<file path="src/rtl/flash_cmd_seq.sv">
`timescale 1ns/1ps
module flash_cmd_seq #(
  parameter int AW        = 20,
  parameter int DW        = 8,
  parameter int SETUP_CYC = 2,
  parameter int PULSE_CYC = 21,
  parameter int HOLD_CYC  = 2,
  parameter int WGAP_CYC  = 10,
  parameter int ACC_CYC   = 19,
  parameter int RGAP_CYC  = 31,
  parameter int TMO_CYC   = 2100000000,
  parameter int RST_CYC   = 200,
  parameter int UNLK_A    = 16'h5555,
  parameter int UNLK_B    = 16'h2AAA
) (
  input  logic          clk,
  input  logic          rst_n,
  input  logic          start,
  input  logic [2:0]    op,
  input  logic [AW-1:0] addr,
  input  logic [DW-1:0] wdata,
  input  logic          poll_dq6,
  output logic          busy,
  output logic          done,
  output logic          err,
  output logic [DW-1:0] id_mfr,
  output logic [DW-1:0] id_dev,
  output logic          f_ce_n,
  output logic          f_we_n,
  output logic          f_oe_n,
  output logic          f_rst_n,
  output logic [AW-1:0] f_addr,
  output logic [DW-1:0] f_dq_o,
  output logic          f_dq_oe,
  input  logic [DW-1:0] f_dq_i
);
  localparam int CW = 16;
  localparam int TW = $clog2(TMO_CYC + 1);
  localparam logic [2:0] OP_PROG = 3'd0, OP_SECT = 3'd1, OP_CHIP = 3'd2, OP_LOCK = 3'd3, OP_ID = 3'd4;
  localparam logic [CW-1:0] L_SET = CW'(SETUP_CYC - 1), L_PUL = CW'(PULSE_CYC - 1),
                            L_HLD = CW'(HOLD_CYC - 1), L_WGP = CW'(WGAP_CYC - 1),
                            L_ACC = CW'(ACC_CYC - 1), L_RGP = CW'(RGAP_CYC - 1),
                            L_RST = CW'(RST_CYC - 1);
  localparam logic [AW-1:0] UA = AW'(UNLK_A), UB = AW'(UNLK_B);

  typedef enum logic [2:0] {S_IDLE, S_PRE, S_CMD, S_POLL, S_IDR, S_EXIT, S_RSTP} st_t;
  typedef enum logic [1:0] {P_SET, P_PUL, P_HLD, P_GAP} ph_t;

  st_t           st;
  ph_t           ph;
  logic [CW-1:0] cnt;
  logic [2:0]    step;
  logic [2:0]    op_q;
  logic [AW-1:0] addr_q;
  logic [DW-1:0] data_q, rd_q;
  logic          mode_q, have_prev, prev6;
  logic [TW-1:0] tmo;
  logic          done_q, err_q;
  logic [DW-1:0] mfr_q, dev_q;

  logic          is_wr, bus_act, cyc_end, poll_fin, refuse;
  logic [2:0]    last_step;
  logic [AW-1:0] bus_a;
  logic [DW-1:0] bus_d;

  assign is_wr     = (st == S_CMD) || (st == S_EXIT);
  assign bus_act   = (st != S_IDLE) && (st != S_RSTP);
  assign cyc_end   = (ph == P_GAP) && (cnt == '0);
  assign last_step = (op_q == OP_PROG) ? 3'd3 : (op_q == OP_ID) ? 3'd2 : 3'd5;
  assign refuse    = |(~rd_q & data_q);
  assign poll_fin  = mode_q ? (have_prev && (rd_q[6] == prev6))
                            : ((op_q == OP_PROG) ? (rd_q[7] == data_q[7]) : rd_q[7]);

  always_comb begin
    bus_a = addr_q;
    bus_d = '0;
    case (st)
      S_CMD: begin
        case (step)
          3'd0: begin bus_a = UA; bus_d = DW'(8'hAA); end
          3'd1: begin bus_a = UB; bus_d = DW'(8'h55); end
          3'd2: begin
            bus_a = UA;
            bus_d = (op_q == OP_PROG) ? DW'(8'hA0) : (op_q == OP_ID) ? DW'(8'h90) : DW'(8'h80);
          end
          3'd3: begin
            if (op_q == OP_PROG) begin bus_a = addr_q; bus_d = data_q; end
            else begin bus_a = UA; bus_d = DW'(8'hAA); end
          end
          3'd4: begin bus_a = UB; bus_d = DW'(8'h55); end
          default: begin
            if (op_q == OP_SECT) begin bus_a = addr_q; bus_d = DW'(8'h30); end
            else begin bus_a = UA; bus_d = (op_q == OP_CHIP) ? DW'(8'h10) : DW'(8'h40); end
          end
        endcase
      end
      S_EXIT: begin bus_a = UA; bus_d = DW'(8'hF0); end
      S_IDR:  bus_a = AW'(step);
      default: bus_a = addr_q;
    endcase
  end

  assign f_addr  = bus_a;
  assign f_dq_o  = bus_d;
  assign f_ce_n  = !(bus_act && ph != P_GAP);
  assign f_we_n  = !(is_wr && ph == P_PUL);
  assign f_oe_n  = !(bus_act && !is_wr && ph == P_SET);
  assign f_dq_oe = is_wr && ph != P_GAP;
  assign f_rst_n = st != S_RSTP;
  assign busy    = st != S_IDLE;
  assign done    = done_q;
  assign err     = err_q;
  assign id_mfr  = mfr_q;
  assign id_dev  = dev_q;

  always_ff @(posedge clk) begin
    if (!rst_n) begin
      st <= S_IDLE; ph <= P_SET; cnt <= '0; step <= '0;
      op_q <= '0; addr_q <= '0; data_q <= '0; rd_q <= '0; mode_q <= 1'b0;
      have_prev <= 1'b0; prev6 <= 1'b0; tmo <= '0;
      done_q <= 1'b0; err_q <= 1'b0; mfr_q <= '0; dev_q <= '0;
    end else begin
      done_q <= 1'b0;
      err_q  <= 1'b0;
      case (st)
        S_IDLE: begin
          if (start && op <= OP_ID) begin
            op_q <= op; addr_q <= addr; data_q <= wdata; mode_q <= poll_dq6;
            step <= '0; ph <= P_SET; have_prev <= 1'b0; tmo <= '0;
            if (op == OP_PROG) begin st <= S_PRE; cnt <= L_ACC; end
            else begin st <= S_CMD; cnt <= L_SET; end
          end
        end
        S_RSTP: begin
          if (cnt == '0) begin st <= S_IDLE; err_q <= 1'b1; end
          else cnt <= cnt - 1'b1;
        end
        default: begin
          if (st == S_POLL && tmo == TW'(TMO_CYC - 1)) begin
            st <= S_RSTP; cnt <= L_RST;
          end else begin
            if (st == S_POLL) tmo <= tmo + 1'b1;
            if (cnt != '0) cnt <= cnt - 1'b1;
            else begin
              case (ph)
                P_SET: begin
                  if (is_wr) begin ph <= P_PUL; cnt <= L_PUL; end
                  else begin rd_q <= f_dq_i; ph <= P_GAP; cnt <= L_RGP; end
                end
                P_PUL: begin ph <= P_HLD; cnt <= L_HLD; end
                P_HLD: begin ph <= P_GAP; cnt <= L_WGP; end
                default: ;
              endcase
            end
            if (cyc_end) begin
              ph <= P_SET;
              case (st)
                S_PRE: begin
                  if (refuse) begin st <= S_IDLE; err_q <= 1'b1; end
                  else begin st <= S_CMD; step <= '0; cnt <= L_SET; end
                end
                S_CMD: begin
                  if (step == last_step) begin
                    st <= (op_q == OP_ID) ? S_IDR : S_POLL;
                    step <= '0; cnt <= L_ACC; tmo <= '0; have_prev <= 1'b0;
                  end else begin
                    step <= step + 1'b1; cnt <= L_SET;
                  end
                end
                S_POLL: begin
                  if (poll_fin) begin st <= S_IDLE; done_q <= 1'b1; end
                  else begin prev6 <= rd_q[6]; have_prev <= 1'b1; cnt <= L_ACC; end
                end
                S_IDR: begin
                  if (step == 3'd0) begin mfr_q <= rd_q; step <= 3'd1; cnt <= L_ACC; end
                  else begin dev_q <= rd_q; st <= S_EXIT; cnt <= L_SET; end
                end
                default: begin st <= S_IDLE; done_q <= 1'b1; end
              endcase
            end
          end
        end
      endcase
    end
  end
endmodule

</file>
<file path="config.mk">
export PLATFORM = sky130hd
export DESIGN_NAME = flash_cmd_seq
export DESIGN_NICKNAME = d
export VERILOG_FILES = /design/src/rtl/flash_cmd_seq.sv
export SDC_FILE = /design/constraint.sdc
export NUM_CORES = 1
export LEC_CHECK = 0
export ABC_AREA = 0
export BUFFER_PORTS_ARGS = -buffer_cell sky130_fd_sc_hd__buf_2
export CORE_ASPECT_RATIO = 1.1
export CORE_MARGIN = 10
export CORE_UTILIZATION = 58
export CTS_CLUSTER_DIAMETER = 40
export DETAILED_ROUTE_END_ITERATION = 16
export GPL_TIMING_DRIVEN = 0
export PLACE_DENSITY_LB_ADDON = 0.12
export SYNTH_ARGS = -nofsm -noshare
export SYNTH_HDL_FRONTEND = slang
export SYNTH_SLANG_ARGS = --single-unit
export TNS_END_PERCENT = 20
</file>
<file path="constraint.sdc">
create_clock -name clk -period 3.4 [get_ports clk]
set_clock_uncertainty 0.15 [all_clocks]
set_input_delay 0.34 -clock clk [delete_from_list [all_inputs] [get_ports clk]]
set_output_delay 0.34 -clock clk [all_outputs]
set_load 0.01 [all_outputs]
</file>
Word-level counts from Yosys, hierarchy flattened:

Index checks and enable logic that the tools add are counted.

* $lt $le $gt $ge: 1
* equal/unequal tests: 34
* reductions and logical operators: 45
* mux-type cells: 78
* add/sub/neg operators: 3
* bitwise operators: 11

Operator list (number)
* $mux 31: 6
* $pmux 20 s3: 2
* $mux 16: 7
* $pmux 16 s4: 1
* $pmux 31 s2: 1
* $mux 3: 16
* $pmux 16 s3: 1
* $mux 20: 2
* $pmux 16 s2: 1
* $pmux 8 s4: 1
* $add 31x1->31 const B: 1
* $eq 31x31->1 const B: 1
* $reduce_and 5->1: 5
* $mux 5: 4
* $logic_not 16->1: 1
* $pmux 8 s2: 1
* $reduce_bool 16->1: 1
* $sub 16x1->16 const B: 1
* $eq 3x2->1 const B: 5
* $eq 3x3->1 const B: 5
* $mux 2: 7
* $mux 7: 2
* $reduce_and 7->1: 2
* $mux 1: 13
* other kinds (43): 85

* register bits after elaboration: 115
* input port bits: 43
* output and inout port bits: 52

Depth between registers and ports, before layout:

Gate-level depths: netlist of run 1.

* depth after elaboration: 10
* gate-level depth with buffers: 9
* gate-level depth less buffers: 8

Least setup slack after synthesis of run 1:

Ideal clock, no wire load.

* path kind: register to register
* start point: reg cnt[0]
* end point: reg dev_q[0], in the netlist id_dev[0]
* stages on the path, launching flop included: 9
* data required time: 3.134 ns
* data arrival time: 2.487 ns
* library setup time: 0.116 ns
* setup slack: 0.647 ns
* cell sequence: dfxtp_1 inv_1 ha_1 nor4b_1 nor4b_4 nand2_4 nor4_4 mux2i_1 nor2b_1

* longest elaborated chain between the ends: 3

Ends and longest elaborated chain
* start: declaration: RTL line 51 `logic [CW-1:0] cnt;`
* start signal: assignment: RTL line 136 `else cnt <= cnt - 1'b1;`
* start signal: assignment: RTL line 143 `if (cnt != '0) cnt <= cnt - 1'b1;`
* $logic_not 16->1: RTL line 68 `assign cyc_end = (ph == P_GAP) && (cnt == '0);`
* $logic_and 1x1->1: RTL line 68
* $reduce_and 5->1 (no line)
* end signal: assignment: RTL line 121 `done_q <= 1'b0; err_q <= 1'b0; mfr_q <= '0; dev_q <= '0;`
* end signal: assignment: RTL line 176 `else begin dev_q <= rd_q; st <= S_EXIT; cnt <= L_SET; end`
* end: declaration: RTL line 59 `logic [DW-1:0] mfr_q, dev_q;`

No other way between the ends.
A chain may end at the register's enable or synchronous reset.

Worst setup path in the final report of run 1:

* start point: reg tmo[30]
* end point: reg tmo[3]

* longest elaborated chain between the ends: 4

Ends and longest elaborated chain
* start: declaration: RTL line 57 `logic [TW-1:0] tmo;`
* start signal: assignment: RTL line 142 `if (st == S_POLL) tmo <= tmo + 1'b1;`
* $eq 31x31->1: RTL line 139 `if (st == S_POLL && tmo == TW'(TMO_CYC - 1)) begin`
* $logic_and 1x1->1: RTL line 139
* $ne 2x1->1 (no line)
* $reduce_and 3->1 (no line)

No other way between the ends.

==> results of run 1 <==
==> per-layer routing <==
layer | share of wire (%) | vias up | wire (um)
met5 | 0 | - | 0
li1 | - | 3108 | -
met2 | 48 | 243 | 9160
met3 | 6.7 | 54 | 1280
met1 | 42 | 3101 | 8160
met4 | 3.3 | 0 | 632
==> final cells by class <==
| class | count | area [um2] |
|---|---|---|
| multi-input combinational | 644 | 4020 |
| fill | 911 | 3090 |
| sequential | 115 | 2300 |
| timing repair buffer | 96 | 500 |
| clock buffer | 21 | 470 |
| buffer | 44 | 186 |
| tap | 147 | 184 |
| clock inverter | 11 | 150 |
| inverter | 16 | 60.1 |
==> through the flow <==
step	utilization (%)	worst slack [ps]
3_5_place_dp	65.6	-66.3
5_1_grt	71.8	4.56
2_1_floorplan	-	647
6_report	71.8	87.3
4_1_cts	71.7	18.3
3_3_place_gp	65.6	-41.4
==> path summary, 6_finish.rpt <==
path	startpoint	endpoint	slack (ps)
worst min-delay path	addr[13]	addr_q[13]$_SDFFE_PN0P_	10
worst max-delay path	tmo[30]$_SDFFE_PN0P_	tmo[3]$_SDFFE_PN0P_	90
worst max register to register	tmo[30]$_SDFFE_PN0P_	tmo[3]$_SDFFE_PN0P_	90
worst min register to register	addr_q[14]$_SDFFE_PN0P_	addr_q[14]$_SDFFE_PN0P_	310
==> synth_stat cells, types with 10 or more instances <==
library cell / n / share of area, %
a21boi_0: 34 / 3.9
a21oi_1: 33 / 2.5
a31oi_1: 12 / 1.1
and2_1: 11 / 1.1
clkbuf_1: 40 / 2.3
dfxtp_1: 115 / 35
ha_1: 14 / 2.7
inv_1: 15 / 0.86
mux2i_1: 34 / 5.2
nand2_1: 126 / 7.2
nand3_1: 22 / 1.7
nand4_1: 10 / 0.96
nor2_1: 70 / 4.0
nor2b_1: 32 / 3.1
nor3_1: 27 / 2.1
nor4_1: 10 / 0.96
o21ai_0: 49 / 3.8
xnor2_1: 24 / 3.2
xor2_1: 15 / 2.0
==> registers in the layout, indices dropped and copies added (netlist names), 8 cells and up <==
| name | flops |
|---|---|
| id_mfr | 8 |
| rd_q | 8 |
| data_q | 8 |
| addr_q | 20 |
| tmo | 31 |
| id_dev | 8 |
| cnt | 16 |
==> cell families after synthesis <==
family | count (synthesis) | synth area share [%]
adder cells (fa/ha/maj) | 14 | 2.68
buffers and inverters | 60 | 3.71
AND/OR/NAND/NOR | 373 | 29.6
flip-flops | 115 | 35.2
AO/OA/AOI/OAI | 182 | 18.0
multiplexers | 36 | 5.55
XOR/XNOR | 39 | 5.22
==> what timing repair did <==
| item | in CTS | in global routing |
|---|---|---|
| pin swaps | 2 | 0 |
| setup endpoints to repair | 56 | 71 |
| resized for setup | 3 | 9 |
| hold buffers | 0 | 0 |
| buffers inserted | 3 | 0 |
| hold endpoints to repair | 0 | 0 |
==> power by group through the flow <==
stage | logic [mW] | registers [mW] | clock network (mW)
2_1_floorplan | 1.72 | 1.62 | 0
3_3_place_gp | 2.26 | 1.66 | 0
3_5_place_dp | 2.31 | 1.67 | 0
4_1_cts | 2.33 | 1.64 | 1.87
5_1_grt | 2.60 | 1.67 | 1.93
6_report | 2.39 | 1.65 | 1.86
==> worst max-delay path, stage by stage, from the launching register on <==
cell and delay [ps]:
dfxtp_1 360, or4bb_1 530, or3_1 390, nor3_1 510
clkbuf_2 390, buf_1 460, nor3_1 180, xnor2_1 170
nor2_1 50
==> flow_metrics.py, run 1 <==
metrics = {
    "run_status": {
        "status": "finished clean",
    },
    "route": {
        "first_pass_iters": 5,
        "ant_nets": 0,
        "vias": 6506,
        "drc_errors": 0,
        "drt-total-wl_um": 19200,
        "avgRoutedWirePerCell_um": 17.6,
        "avgViaCountPerCell": 5.95,
        "drt_iter0_markers": 587,
    },
    "timing": {
        "max_slew_margin_pct": 15.4,
        "fin_crit_ps": 3310,
        "slew_violations": 0,
        "setup_violations": 0,
        "finalHoldViolCount": 0,
        "holdWs_ps": 14.8,
        "rsz0062_at_grt": "false",
        "tightest_slew_ps": 1260,
        "finalCritPeriodShare_pct": 97.4,
        "max_freq_mhz": 302,
        "setup_tns_ps": 0,
    },
    "global_routing": {
        "gr-usage-met1_pct": 28.0,
        "grt_pass1_wl_um": 31000,
        "use_met3_pct": 5.74,
        "overflow": 0,
        "antenna_found_initial": 0,
        "use_met2_pct": 38.7,
        "grt_pass1_vias": 6351,
        "track_usage_pct": 23.7,
        "grt_max_degree": 17,
        "grt_busiest_layer": "met2",
    },
    "clock_network": {
        "cts_buffers": 17,
        "clkTransAtPathRegs_ps": 50,
        "clk_latency_ps": 420,
        "cts_tree": "built",
        "cts_max_level": 4,
        "cts_buffer_depth": 2,
        "cts_num_sinks": 115,
        "root_buffer": "clkbuf_16",
    },
    "synth": {
        "ys_types": 75,
        "synth_warnings": 0,
        "synth_cells": 819,
        "ys_seq_area_share_pct": 35.2,
        "synth-edff-count": 0,
        "async_flop_share_pct": 0,
        "synthFlopType": "dfxtp_1",
        "netlist_area_um2": 6540,
        "synth.avg_cell_area_um2": 7.98,
        "synth_seq_cells": 115,
        "syn_nets": 876,
    },
    "layout": {
        "area_growth_syn_to_layout_pct": 20.4,
        "final_cell_mix": "126 x nand2_1, 113 x dfxtp_1, 93 x buf_2",
        "stdcell_count": 1094,
        "diodes": 0,
        "fin_nets": 991,
        "design_area_um2": 7870,
        "layout_commonest_cell": "nand2_1",
        "drive_gt1_share_pct": 17.4,
    },
    "setup_path": {
        "worstRegToRegCells": 8,
        "timing_worst_setup_path_type": "register to register",
        "start_kind": "register",
        "cp-end-kind": "register",
        "crit_required_ps": 3540,
        "worstPathArrival_ps": 3460,
        "critPathMaxFanout": 10,
    },
    "floorplan": {
        "start_util_pct": 59.7,
        "ios": 95,
        "die_x_um": 121,
        "die_h_um": 131,
        "fp.coreArea_um2": 11000,
        "core.rowCount": 40,
        "die-area_um2": 15900,
    },
    "power": {
        "powerDensity_nw_per_um2": 748,
        "vdd_drop_max_mv": 0.451,
        "seq_power_share_pct": 27.9,
        "p_comb_share_pct": 40.5,
        "power_frac_clock_pct": 31.5,
        "power.total_mw": 5.89,
        "leakagePower_nw": 3.03,
        "p_sw_mw": 2.27,
        "switching_share_pct": 38.6,
        "p_int_mw": 3.61,
    },
    "min_path": {
        "whs_path_depth": 3,
        "hold_class": "input pin to register",
    },
    "place": {
        "gp_congestion": 0.970,
        "port_buffers": 93,
        "place_area_um2": 7190,
        "place_hpwl_um": 13900,
        "dp_cells": 1059,
    },
    "job": {
        "drv_cap": 0,
    },
}
No activity file was read; power rests on OpenSTA's default activity.
==> run 2: changes to the inputs <==
CORE_UTILIZATION = 40   (was 58)
==> run 2 against run 1 <==
Compared with the run above: routed wire length is 1.3% higher; count of clock-buffer cells in the layout is 1 higher; worst setup slack better by 110 ps; final cell count is 4.5% higher; maximum frequency is 3.5% higher; via count is 4.9% lower; non-clock buffer count is 3 lower; largest cell class unchanged.
==> flow_metrics.py, run 2 (synthesis results as in run 1) <==
metrics = {
    "timing": {
        "holdWs_ps": 9.33,
        "max_freq_mhz": 313,
        "fin_crit_ps": 3200,
        "finalHoldViolCount": 0,
        "setup_tns_ps": 0,
        "slew_violations": 0,
        "setup_violations": 0,
        "tightest_slew_ps": 1270,
        "finalCritPeriodShare_pct": 94.1,
        "max_slew_margin_pct": 14.6,
        "worst_slack_ps": 201,
        "rsz0062_at_grt": "false",
    },
    "setup_path": {
        "timing_worst_setup_path_type": "register to output pin",
        "worstPathArrival_ps": 2710,
        "cp-end-kind": "output pin",
        "start_kind": "register",
        "critPathMaxFanout": 9,
        "crit_required_ps": 2910,
    },
    "place": {
        "gp_congestion": 0.880,
        "dp_slack_ps": -151,
        "place_hpwl_um": 14400,
        "port_buffers": 93,
    },
    "route": {
        "vias": 6190,
        "avgRoutedWirePerCell_um": 17.0,
        "first_pass_iters": 5,
        "ant_nets": 0,
        "drt_iter0_markers": 457,
        "avgViaCountPerCell": 5.42,
        "drt-total-wl_um": 19500,
        "drc_errors": 0,
    },
    "layout": {
        "largest_reg_flops": 31,
        "top_register": "tmo",
        "fin_nets": 988,
        "final_cell_mix": "126 x nand2_1, 113 x dfxtp_1, 94 x buf_2",
        "diodes": 0,
        "layout_commonest_cell": "nand2_1",
        "area_growth_syn_to_layout_pct": 20.3,
        "largestRegisters": "tmo: 31 flops, addr_q: 20 flops, cnt: 16 flops",
        "drive_gt1_share_pct": 17.0,
    },
    "floorplan": {
        "core.rowCount": 48,
        "fp.coreArea_um2": 15900,
        "start_util_pct": 41.2,
        "die_h_um": 154,
        "die-area_um2": 21900,
        "die_x_um": 142,
        "ios": 95,
    },
    "clock_network": {
        "clkTransAtPathRegs_ps": 60,
        "root_buffer": "clkbuf_16",
        "cts_max_level": 4,
        "cts_buffers": 17,
        "cts_num_sinks": 115,
        "clk_latency_ps": 430,
        "cts_setup_buffers": 0,
        "cts_buffer_depth": 2,
        "cts_tree": "built",
    },
    "power": {
        "power.total_mw": 5.79,
        "vdd_drop_max_mv": 0.392,
        "powerDensity_nw_per_um2": 736,
        "leakagePower_nw": 3.02,
    },
    "min_path": {
        "hold_class": "input pin to register",
    },
    "global_routing": {
        "antenna_found_initial": 0,
        "grt_max_degree": 17,
        "track_usage_pct": 17.7,
        "overflow": 0,
        "grt_pass1_wl_um": 31700,
        "grt_pass1_vias": 5997,
    },
    "job": {
        "drv_cap": 0,
    },
    "run_status": {
        "status": "finished clean",
    },
}
## run 2: changes by cell type in the layout (fill, tap and decap cells not counted), sizes merged
cell and change:
clkinvlp -4, clkbuf +1, inv -1, buf -3, clkinv +4, bufinv -1
## run 2: per-stage QoR
stage,util [%],area (um2),instances
2_1_floorplan,-,6540,819
4_1_cts,49.5,7850,1143
5_1_grt,49.6,7870,1143
3_5_place_dp,45.8,7250,1112
3_3_place_gp,45.8,7250,1112
6_report,49.6,7870,1143
## run 2: area by class of cell
class,instances,area (um2)
buffer,44,190
clock buffer,22,474
clock inverter,9,105
fill,1622,7990
inverter,16,60.1
multi-input combinational,644,4020
sequential,115,2300
tap,200,250
timing repair buffer,93,465
## run 2: final timing paths
check	from	cells past startpoint	to	slack, ps
setup / recovery	step[0]$_SDFFE_PN0P_	10	f_addr[4]	200
hold / removal	addr[17]	3	addr_q[17]$_SDFFE_PN0P_	9
setup reg to reg	cnt[0]$_SDFFE_PN0P_	8	id_mfr[2]$_SDFFE_PN0P_	280
hold reg to reg	addr_q[17]$_SDFFE_PN0P_	2	addr_q[17]$_SDFFE_PN0P_	310
## run 2: per-layer routing
| layer | GRT usage [%] | wire [um] |
|---|---|---|
| met1 | 23.3 | 9080 |
| met4 | 5.70 | 264 |
| met5 | 0 | 0 |
| met2 | 27.5 | 9010 |
| met3 | 4.71 | 1130 |
## run 2: what timing repair did
| action | 4_1_cts | 5_1_grt |
|---|---|---|
| pin swaps | 2 | 0 |
| gates cloned | 0 | 0 |
| setup endpoints to repair | 57 | 57 |
| hold buffers | 0 | 0 |
| resized for setup | 6 | 6 |
## run 2: worst max-delay path, cell delays in order (launching register included)
cell	delay (ps)
dfxtp_2	410
inv_1	90
ha_1	190
clkbuf_1	190
mux2_2	360
or3_1	320
nand4b_1	140
and2_1	250
o21ai_0	110
nand2_1	90
buf_2	140
## run 2: where the power goes
part	switching [mW]	total, mW	internal, mW
registers	0.153	1.65	1.50
logic	1.48	2.39	0.909
clock network	0.628	1.75	1.13
==> run 3: changes to the inputs <==
GPL_TIMING_DRIVEN = not set   (was 0)
HOLD_SLACK_MARGIN = 0.12   (was not set)
REMOVE_ABC_BUFFERS = 1   (was not set)
==> run 3 against run 2 <==
Compared with the run above: total power grew 2.4%; sequential cell count unchanged; maximum frequency increased by 1.8%; die area stayed put; global-route usage fell by 0.14 points; register-to-register slack gained 270 ps; worst setup slack improved by 56 ps; hold slack improved by 250 ps; sequential power up 2%; critical endpoint is now f_addr[14]; largest cell class unchanged.
==> flow_metrics.py, run 3 (synthesis results as in run 1) <==
metrics = {
    "run_status": {
        "status": "finished clean",
    },
    "global_routing": {
        "grt_pass1_vias": 6129,
        "grt_max_degree": 73,
        "antenna_found_initial": 0,
        "track_usage_pct": 17.6,
        "overflow": 0,
        "grt_pass1_wl_um": 31800,
    },
    "power": {
        "vdd_drop_max_mv": 0.426,
        "switching_share_pct": 38.5,
        "seq_power_share_pct": 28.5,
        "p_int_mw": 3.64,
        "p_sw_mw": 2.28,
        "p_comb_share_pct": 39.9,
        "powerDensity_nw_per_um2": 712,
        "leakagePower_nw": 3.26,
        "power.total_mw": 5.93,
        "power_frac_clock_pct": 31.6,
    },
    "layout": {
        "area_growth_syn_to_layout_pct": 27.3,
        "final_cell_mix": "126 x nand2_1, 113 x dfxtp_1, 94 x buf_2",
        "diodes": 0,
        "drive_gt1_share_pct": 19.0,
        "layout_commonest_cell": "nand2_1",
        "fin_nets": 1011,
        "largest_reg_flops": 31,
        "design_area_um2": 8320,
        "stdcell_count": 1167,
        "largestRegisters": "tmo: 31 flops, addr_q: 20 flops, cnt: 16 flops",
        "top_register": "tmo",
    },
    "clock_network": {
        "cts_setup_buffers": 0,
        "cts_tree": "built",
        "cts_buffers": 17,
        "cts_num_sinks": 115,
        "root_buffer": "clkbuf_16",
        "cts_buffer_depth": 2,
        "clk_latency_ps": 430,
        "cts_max_level": 4,
        "clkTransAtPathRegs_ps": 50,
    },
    "place": {
        "gp_congestion": 0.878,
        "dp_slack_ps": 497,
        "dp_cells": 1095,
        "place_area_um2": 7300,
        "place_hpwl_um": 13400,
        "port_buffers": 94,
    },
    "timing": {
        "finalCritPeriodShare_pct": 92.4,
        "tightest_slew_ps": 734,
        "worst_slack_ps": 257,
        "finalHoldViolCount": 0,
        "max_freq_mhz": 318,
        "slew_violations": 0,
        "max_slew_margin_pct": 49.8,
        "setup_violations": 0,
        "fin_crit_ps": 3140,
        "rsz0062_at_grt": "false",
    },
    "setup_path": {
        "cp-end-kind": "output pin",
        "worstPathArrival_ps": 2650,
        "crit_start": "step[0]$_SDFFE_PN0P_",
        "cp-endpoint": "f_addr[14]",
        "r2r-start": "cnt[6]$_SDFFE_PN0P_",
        "r2r-end": "rd_q[7]$_SDFFE_PN0P_",
        "timing_worst_setup_path_type": "register to output pin",
        "crit_required_ps": 2910,
        "worstRegToRegCells": 6,
        "start_kind": "register",
        "critPathMaxFanout": 9,
        "ff2ff_setup_slack_ps": 550,
    },
    "floorplan": {
        "start_util_pct": 41.2,
        "die-area_um2": 21900,
        "die_h_um": 154,
        "core.rowCount": 48,
        "fp.coreArea_um2": 15900,
        "ios": 95,
        "die_x_um": 142,
    },
    "route": {
        "ant_nets": 0,
        "avgRoutedWirePerCell_um": 16.3,
        "avgViaCountPerCell": 5.33,
        "drt-total-wl_um": 19000,
        "drt_iter0_markers": 413,
        "drc_errors": 0,
        "first_pass_iters": 5,
        "vias": 6217,
    },
    "job": {
        "drv_cap": 0,
    },
    "min_path": {
        "hold_class": "input pin to register",
    },
}
[run 3: cell types whose count changed in the layout (fill, tap and decap cells not counted), moves of 3 or more]
cell | before | now
clkbuf_1 | 39 | 0
clkbuf_8 | 4 | 1
dlygate4sd3_1 | 0 | 40
clkinv_4 | 2 | 6
buf_4 | 0 | 25
[run 3: final cells by class]
| class | count | area, um2 |
|---|---|---|
| repair buffers | 160 | 1080 |
| fillers | 1557 | 7530 |
| clock inverters | 14 | 178 |
| clock buffers | 18 | 439 |
| well taps | 200 | 250 |
| inverters | 16 | 60.1 |
| flip-flops and latches | 115 | 2300 |
| multi-input cells | 644 | 4010 |
[run 3: worst min-delay path by stage]
stage                                  from                      end  slack, ps  cells past startpoint
finish                                rst_n      cnt[1]$_SDFFE_PN0P_        260                      3
global route                          rst_n      cnt[6]$_SDFFE_PN0P_        270                      3
CTS                                   rst_n      cnt[6]$_SDFFE_PN0P_        240                      3
detailed placement  addr_q[18]$_SDFFE_PN0P_  addr_q[18]$_SDFFE_PN0P_        310                      2
global placement    addr_q[12]$_SDFFE_PN0P_  addr_q[12]$_SDFFE_PN0P_        300                      2
floorplan            have_prev$_SDFFE_PN0P_   have_prev$_SDFFE_PN0P_        280                      2
[run 3: layer usage]
layer | global-route usage (%) | up-vias | part of all wire, %
met3 | 4.74 | 28 | 5.0
met2 | 27.4 | 153 | 46
met5 | 0 | - | 0
met1 | 22.8 | 2876 | 47
met4 | 6.09 | 0 | 1.7
li1 | - | 3160 | -
[run 3: power groups by stage]
| stage | sequential (mW) | combinational, mW | clock [mW] |
|---|---|---|---|
| finish | 1.69 | 2.37 | 1.87 |
| detailed placement | 1.71 | 2.30 | 0 |
| global route | 1.72 | 2.65 | 1.97 |
| floorplan | 1.66 | 1.59 | 0 |
| CTS | 1.69 | 2.35 | 1.91 |
| global placement | 1.72 | 2.32 | 0 |
[run 3: timing repair]
| item | 4_1_cts | 5_1_grt |
|---|---|---|
| endpoints found under the setup margin | 0 | 18 |
| hold endpoints to repair | 40 | 0 |
| resized for setup | 0 | 3 |
| hold buffers | 40 | 0 |
[run 3: per-stage QoR]
step	utilization, %	setup TNS [ps]	hold slack, ps
after detailed placement	46.0	0	305
after global placement	46.0	0	301
after floorplan	-	-49110	282
after global routing	52.5	0	273
after CTS	52.5	0	238
final	52.5	0	263
[run 3: worst max-delay path: stages, from the launching register on]
cell,delay [ps]
dfxtp_2,400
inv_1,80
ha_1,290
mux2_2,350
o21ai_0,220
nand4b_1,190
and2_1,250
o21ai_0,160
nand2_1,80
buf_2,180
